`src/rtl/fp_regstack.sv`:
```
module fp_regstack #(
  parameter int WIDTH   = 64,
  parameter int DEPTH   = 8,
  parameter int TOP_LSB = 11
) (
  input  logic             clk,
  input  logic             rst,
  input  logic             op_valid,
  input  logic [2:0]       op_code,
  input  logic [2:0]       slot,
  input  logic [WIDTH-1:0] wdata,
  input  logic             cond_we,
  input  logic [15:0]      cond_in,
  input  logic             load_en,
  input  logic [31:0]      load_top,
  input  logic [7:0]       load_tags,
  input  logic [15:0]      load_cond,
  output logic [WIDTH-1:0] rdata,
  output logic             rtag,
  output logic [WIDTH-1:0] pop_data,
  output logic             pop_valid,
  output logic             fault,
  output logic             fault_kind,
  output logic [15:0]      status_word
);
  localparam int PW = $clog2(DEPTH);
  localparam logic [PW-1:0] ONE = PW'(1);
  localparam logic [15:0] COND_MASK = 16'h4700;
  localparam logic [2:0] OP_PUSH = 3'd0, OP_POP = 3'd1, OP_READ = 3'd2,
                         OP_WRITE = 3'd3, OP_MOD = 3'd4, OP_EXAM = 3'd5,
                         OP_STORE = 3'd6;

  logic [PW-1:0]    top_q;
  logic [DEPTH-1:0] tag_q;
  logic [WIDTH-1:0] ent_q [DEPTH];
  logic [15:0]      cond_q;

  logic [PW-1:0]    rel_idx, push_idx, new_top, wr_idx;
  logic [WIDTH-1:0] wr_val;
  logic             empty_f, full_f, wr_en, clr_en, acc, bad, commit;

  assign rel_idx  = top_q + slot[PW-1:0];
  assign push_idx = top_q - ONE;
  assign rdata    = ent_q[rel_idx];
  assign rtag     = tag_q[rel_idx];
  assign acc      = op_valid & ~load_en;

  always_comb begin
    empty_f = 1'b0;
    full_f  = 1'b0;
    wr_en   = 1'b0;
    clr_en  = 1'b0;
    wr_idx  = rel_idx;
    wr_val  = wdata;
    new_top = top_q;
    case (op_code)
      OP_PUSH: begin
        full_f  = tag_q[push_idx];
        wr_en   = 1'b1;
        wr_idx  = push_idx;
        new_top = push_idx;
      end
      OP_POP: begin
        empty_f = ~tag_q[top_q];
        clr_en  = 1'b1;
        new_top = top_q + ONE;
      end
      OP_READ:  empty_f = ~rtag;
      OP_WRITE: begin
        full_f = rtag;
        wr_en  = 1'b1;
      end
      OP_MOD: begin
        empty_f = ~rtag;
        wr_en   = 1'b1;
      end
      OP_STORE: begin
        empty_f = ~tag_q[top_q];
        wr_en   = 1'b1;
        wr_val  = ent_q[top_q];
      end
      default: ;
    endcase
  end

  assign bad    = acc & (empty_f | full_f);
  assign commit = acc & ~bad;

  always_ff @(posedge clk) begin
    if (rst) begin
      top_q      <= '0;
      tag_q      <= '0;
      cond_q     <= '0;
      fault      <= 1'b0;
      fault_kind <= 1'b0;
      pop_valid  <= 1'b0;
      pop_data   <= '0;
    end else begin
      fault      <= bad;
      fault_kind <= bad & full_f;
      pop_valid  <= commit && op_code == OP_POP;
      if (commit && op_code == OP_POP) pop_data <= ent_q[top_q];
      if (load_en) begin
        top_q  <= load_top[PW-1:0];
        tag_q  <= load_tags[DEPTH-1:0];
        cond_q <= load_cond & COND_MASK;
      end else begin
        if (cond_we) cond_q <= cond_in & COND_MASK;
        if (commit) begin
          top_q <= new_top;
          if (wr_en)  tag_q[wr_idx] <= 1'b1;
          if (clr_en) tag_q[top_q]  <= 1'b0;
        end
      end
    end
  end

  always_ff @(posedge clk) begin
    if (commit && wr_en) ent_q[wr_idx] <= wr_val;
  end

  assign status_word = cond_q | (16'(top_q) << TOP_LSB);

  assert_push_top_R2: assert property (@(posedge clk) disable iff (rst)
    (acc && op_code == OP_PUSH) |=>
      (fault || status_word[TOP_LSB +: PW] == $past(top_q) - ONE));

  assert_pop_empty_R3: assert property (@(posedge clk) disable iff (rst)
    (acc && op_code == OP_POP && !tag_q[top_q]) |=> (fault && !fault_kind));

  assert_exam_quiet_R8: assert property (@(posedge clk) disable iff (rst)
    (acc && op_code == OP_EXAM) |=> !fault);

  assert_store_no_full_R9: assert property (@(posedge clk) disable iff (rst)
    (acc && op_code == OP_STORE) |=> !(fault && fault_kind));

  assert_fault_freeze_R10: assert property (@(posedge clk) disable iff (rst)
    (acc && (empty_f || full_f)) |=> ($stable(top_q) && $stable(tag_q) && fault));

  assert_load_top_R12: assert property (@(posedge clk) disable iff (rst)
    load_en |=> (top_q == $past(load_top[PW-1:0]) && !fault));

  assert_idle_R13: assert property (@(posedge clk) disable iff (rst)
    (!load_en && (!op_valid || op_code == 3'd7)) |=>
      ($stable(top_q) && $stable(tag_q) && !fault));
endmodule

```
`config.mk`:
```
export PLATFORM = sky130hd
export DESIGN_NAME = fp_regstack
export DESIGN_NICKNAME = d
export VERILOG_FILES = /design/src/rtl/fp_regstack.sv
export SDC_FILE = /design/constraint.sdc
export NUM_CORES = 1
export LEC_CHECK = 0
export BUFFER_PORTS_ARGS = -buffer_cell sky130_fd_sc_hd__buf_2
export CAP_MARGIN = 10
export CORE_ASPECT_RATIO = 0.5
export CORE_MARGIN = 5
export CORE_UTILIZATION = 30
export CTS_CLUSTER_SIZE = 16
export DETAILED_ROUTE_END_ITERATION = 16
export SLEW_MARGIN = 25
export SYNTH_ARGS = -nofsm -noshare
export SYNTH_HDL_FRONTEND = slang
export SYNTH_SLANG_ARGS = --single-unit
```
`constraint.sdc`:
```
create_clock -name clk -period 7.4 [get_ports clk]
set_clock_uncertainty 0.1 [all_clocks]
set_input_delay 0.74 -clock clk [delete_from_list [all_inputs] [get_ports clk]]
set_output_delay 0.74 -clock clk [all_outputs]
set_load 0.02 [all_outputs]
```
-- After elaboration in Yosys (flattened, before gate mapping)
Memories as Yosys holds them, arrays and structs flattened. A register that Yosys moved wholly into a read port is not among the register bits.
Index checks and enable logic that the tools add are counted.
- muxes and demuxes: 32
- reduce and logical (&&, ||, !) cells: 12
- $lt $le $gt $ge: 6
- add/subtract/negate cells: 3
- equality and inequality tests: 5
- bitwise gates (word level): 13
- operator list (operator ; count):
    $mux 64 ; 1
    $mux 8 ; 7
    $mux 15 ; 2
    $lt 3x4->1 const B ; 4
    $mux 3 ; 5
    $or 15x14->15 ; 1
    $bmux 1 s3 ; 3
    $mux 1 ; 9
    $and 8x8->8 ; 1
    $not 8->8 ; 1
    $or 8x8->8 ; 1
    $demux 1 s3 ; 2
    $eq 3x2->1 const B ; 2
    $eq 3x3->1 const B ; 2
    $ge 3x1->1 const B ; 2
    $pmux 3 s2 ; 1
    $and 1x1->1 ; 4
    $logic_and 1x1->1 ; 4
    $not 1->1 ; 4
    $pmux 1 s2 ; 2
    $reduce_bool 2->1 ; 2
    $reduce_or 2->1 ; 2
    $reduce_or 4->1 ; 1
    $add 3x1->3 const B ; 1
    7 further kinds ; 7
- flip-flop bits (word level): 82
- memories: 1
- output and inout port bits: 148
- input port bits: 147
- RAM bits: 512
- word-level logic and storage cells: 79
- memories (name ; depth ; width ; read ports ; clocked after Yosys merged registers in ; wr ports ; line ; source):
    ent_q ; 8 ; 64 ; 2 ; 1 ; 1 ; 35 ; logic [WIDTH-1:0] ent_q [DEPTH];

-- Longest topological paths before layout
- depth after elaboration: 16
- gate-level depth with buffers: 11
- depth with buffers taken out: 9

-- Worst setup path before layout
No wires, ideal clock.
- kind: input-to-reg
- from: input slot[0]
- to: memory ent_q[4][0], enable pin
- slack: 723 ps
- data required time: 6813 ps
- arrival: 6090 ps
- cell stages on the path: 11
- path buffers: 2
- setup time: 487 ps
- path through: ha_1 inv_1 fa_1 clkbuf_1 mux4_2 mux2_4 xnor2_1 a2111oi_4 buf_2 nand2_1 nor2_1
- word-level cells in the longest chain between the ends: 12
- elaborated cells on any way between the ends: 14
- classes of those cells: add/sub (1); mux (7); bitwise (5); reduce/logical (1)
- ends and longest elaborated chain (element ; line ; source):
    from (decl) ; 10 ; input logic [2:0] slot,
    $add 3x3->3 (*) ; 42 ; assign rel_idx = top_q + slot[PW-1:0];
    $bmux 1 s3 (*) ; 45 ; assign rtag = tag_q[rel_idx];
    $mux 1 (implied by the code) (*) ; 45 ;
    named net rtag ; 19 ; output logic rtag,
    $not 1->1 ; 68, 74 ;
    $pmux 1 s2 ; 56 ; case (op_code)
    $or 1x1->1 (*) ; 86 ; assign bad = acc & (empty_f | full_f);
    $and 1x1->1 (*) ; 86 ;
    $not 1->1 (*) ; 87 ; assign commit = acc & ~bad;
    $and 1x1->1 (*) ; 87 ;
    $logic_and 1x1->1 (*) ; 119 ; if (commit && wr_en) ent_q[wr_idx] <= wr_val;
    $mux 1 (*) ; 119 ;
    $mux 1 (implied by the code) (*) ; 119 ;
    to (decl) ; 35 ;
Mark *: on every way through the listed nets, which the timed path passes. The rest lies on a longest branch. The select of a mux whose other input is x is not followed.

-- Worst setup path after layout
- from: register top_q[0]
- to: memory ent_q[7][3], enable pin
- word-level cells in the longest chain between the ends: 12
- elaborated cells on any way between the ends: 20
- classes of those cells: add/sub (2); mux (11); bitwise (6); reduce/logical (1)
- ends and longest elaborated chain (element ; line ; source):
    from (decl) ; 33 ; logic [PW-1:0] top_q;
    from (signal assigned) ; 104 ; top_q <= load_top[PW-1:0];
    from (signal assigned) ; 110 ; top_q <= new_top;
    $add 3x3->3 ; 42 ;
    $bmux 1 s3 ; 45 ;
    $mux 1 (implied by the code) ; 45 ;
    $not 1->1 ; 68, 74 ;
    $pmux 1 s2 ; 56 ;
    $or 1x1->1 ; 86 ;
    $and 1x1->1 ; 86 ;
    $not 1->1 ; 87 ;
    $and 1x1->1 ; 87 ;
    $logic_and 1x1->1 ; 119 ;
    $mux 1 ; 119 ;
    $mux 1 (implied by the code) ; 119 ;
Several ways; a longest one is shown, not always the timed one. The select of a mux whose other input is x is not followed.

==> impl_metrics.toml <==
[timing]
finalHoldViolations = 0
period_needed_ns = 5.81
fmax_mhz = 172
timing.final.max_slew_violations = 0
rsz0062_at_grt = "no"
tns_ns = 0
relSlewSlack_pct = 30.9
layout_setup_ws_ns = 1.59
worstMarginPinSlew_ns = 1.04
finalSetupViolCount = 0
post-route-period-util_pct = 78.5

[clock_tree]
clkLatencyLatePin_ns = 0.62
cts_root_buf = "clkbuf_16"
numCtsBuffers = 61
ctsResizeCount = 0
cts_tree = "built"
cts_hold_buf = 0
cts_max_level = 2
clock_sinks = 597
clockBufferDepth = 3
postCtsSetupRepairBufs = 0
clkTransAtPathRegs_ns = 0.06

[logic_synthesis]
synthesis.instances = 1517
synth-seq-cells = 597
ys_types = 44
synth_largest_area_cell = "edfxtp_1"
synth_compound_area_share_pct = 4.19
syn_area_per_cell_sq_um = 17.9
ys_warn_count = 0
ys_seq_area_share_pct = 63.0
yosysTopAreaCellShare_pct = 56.7
synth.most_common_cell = "edfxtp_1"
synth-edff-count = 512
syn_area_sq_um = 27100
yosys-top-cells-area = "edfxtp_1 57%, mux4_2 22%, dfxtp_1 6.3%, mux2_2 2.8%, mux2i_1 2.6%"
ys.flop_type = "edfxtp_1"
synth_top_family_by_area = "multiplexers"
synthArstFlopShare_pct = 0
synthMuxAreaShare_pct = 27.2
synthSimpleGateAreaFrac_pct = 2.98
synth_common_cells = "512 x edfxtp_1, 261 x mux4_2, 93 x nor2_1"
synth_adder_area_share_pct = 0.212
synth_xor_area_share_pct = 0.249

[die]
start_util_pct = 30.1
die_w_um = 435
num_rows = 78
fp.dieH_um = 223
core_sq_um = 90200
design.die.area_sq_um = 96900
io_pins = 295

[global_route]
grt-ovfl-total = 0
grt_first_pass_wirelength_mm = 104
grt_max_degree = 103
antenna_found_initial = 2
grt_pass1_vias = 16200
grt_usage_pct = 14.0

[worst_setup_path]
end_kind = "flop"
startpoint_type = "flop"
critPathMaxFanout = 31
crit_arrival_ns = 6.01
cp_data_required_time_ns = 7.60
crit_type = "reg2reg"

[routing]
ant_nets = 0
drc = 0
dr.first_iter.drc_count = 985
firstDrtPassIters = 7
wire_per_inst_um = 23.5
vias = 15300
drt_wl_total_mm = 69.8
via_per_inst = 5.16

[power_and_ir_drop]
power_density_nw_per_um2 = 259
leakage_nw = 10.3
vdd_drop_max_mv = 0.176

[cells_and_area]
utilization_pct = 35.1
drive_gt1_share_pct = 39.3
syn2layout_area_growth_pct = 16.8
nets = 1865

[placed_design]
port-buffer-count = 232
gp_congestion = 0.789
post-place-ws_ns = 1.48
hpwl_mm = 40.2

[outcome]
status = "finished, final reports clean"

[worst_hold_path]
hold_path_class = "in2reg"

[job]
max-cap-violations = 0
-- flip-flops by register name, indices dropped and copies added, names as in the netlist, named ones only --
| register | cells |
|---|---|
| cond_q | 4 |
| tag_q | 8 |
| pop_data | 64 |
| ent_q | 512 |
| fault_kind | 1 |
| fault | 1 |
| pop_valid | 1 |
| top_q | 3 |
-- power by group --
group          internal, mW  switching, mW  leakage, nW
clock                  1.80           1.27        0.981
combinational         0.581          0.754         4.02
sequential             3.73         0.0472         5.31
total                  6.12           2.07         10.3
-- routing by layer --
metal	track usage (%)	routed length [um]	up-vias
met5	0	13	-
met4	4.84	2280	2
met3	1.52	2610	124
met2	26.5	38100	358
met1	16.5	26900	8158
li1	-	-	6651
-- stage by stage --
stage | instance area [sq um] | hold WS (ns) | std cells | power (mW)
after floorplan | 27200 | 0.386 | 1525 | 4.79
after global placement | 29600 | 0.385 | 2850 | 5.21
after detailed placement | 29600 | 0.389 | 2850 | 5.21
after CTS | 31600 | 0.215 | 2964 | 8.28
after global routing | 31700 | 0.231 | 2966 | 8.49
final | 31700 | 0.249 | 2966 | 8.19
-- placed cells by master, fill, tap and decap left out, drive strengths merged, types with 10 or more instances in the layout --
master / count
clkinv: 30
edfxtp: 512
mux2: 69
mux2i: 71
a21oi: 10
o21ai: 68
mux4: 261
nor2: 93
a211oi: 70
dfxtp: 85
buf: 257
nand2: 74
clkbuf: 79
-- critical path: stages, from the launching register on --
cell,delay [ns]
dfxtp_1,0.68
ha_4,0.20
inv_1,0.04
fa_4,1.22
mux4_2,0.58
mux2_4,0.31
xnor2_1,0.18
a2111oi_4,0.76
nand2_1,0.28
nor2_4,0.78
buf_12,0.31
-- path summary, 6_finish.rpt --
check / start / endpoint / slack, ns / cells after the start
min reg2reg: pop_data[10] / pop_data[10] / 0.40 / 2
max: top_q[0] / ent_q[7][3] / 1.59 / 10
max reg2reg: top_q[0] / ent_q[7][3] / 1.59 / 10
min: load_tags[7] / tag_q[7] / 0.25 / 2
-- kinds of logic after synthesis --
family,Yosys count
compound gates,172
xor+xnor,6
fa+ha+maj,4
buf+inv,142
flops,597
mux,401
other cells,1
simple gates,194
-- layout make-up --
| class | count | area, sq um |
|---|---|---|
| Clock buffer | 79 | 1650 |
| Sequential cell | 597 | 17100 |
| Tap cell | 1200 | 1500 |
| Inverter | 11 | 43.8 |
| Timing Repair Buffer | 257 | 1500 |
| Clock inverter | 35 | 352 |
| Fill cell | 8496 | 58500 |
| Antenna cell | 1 | 2.50 |
| Multi-Input combinational cell | 786 | 9550 |
Power figures use the tool's default switching activity.
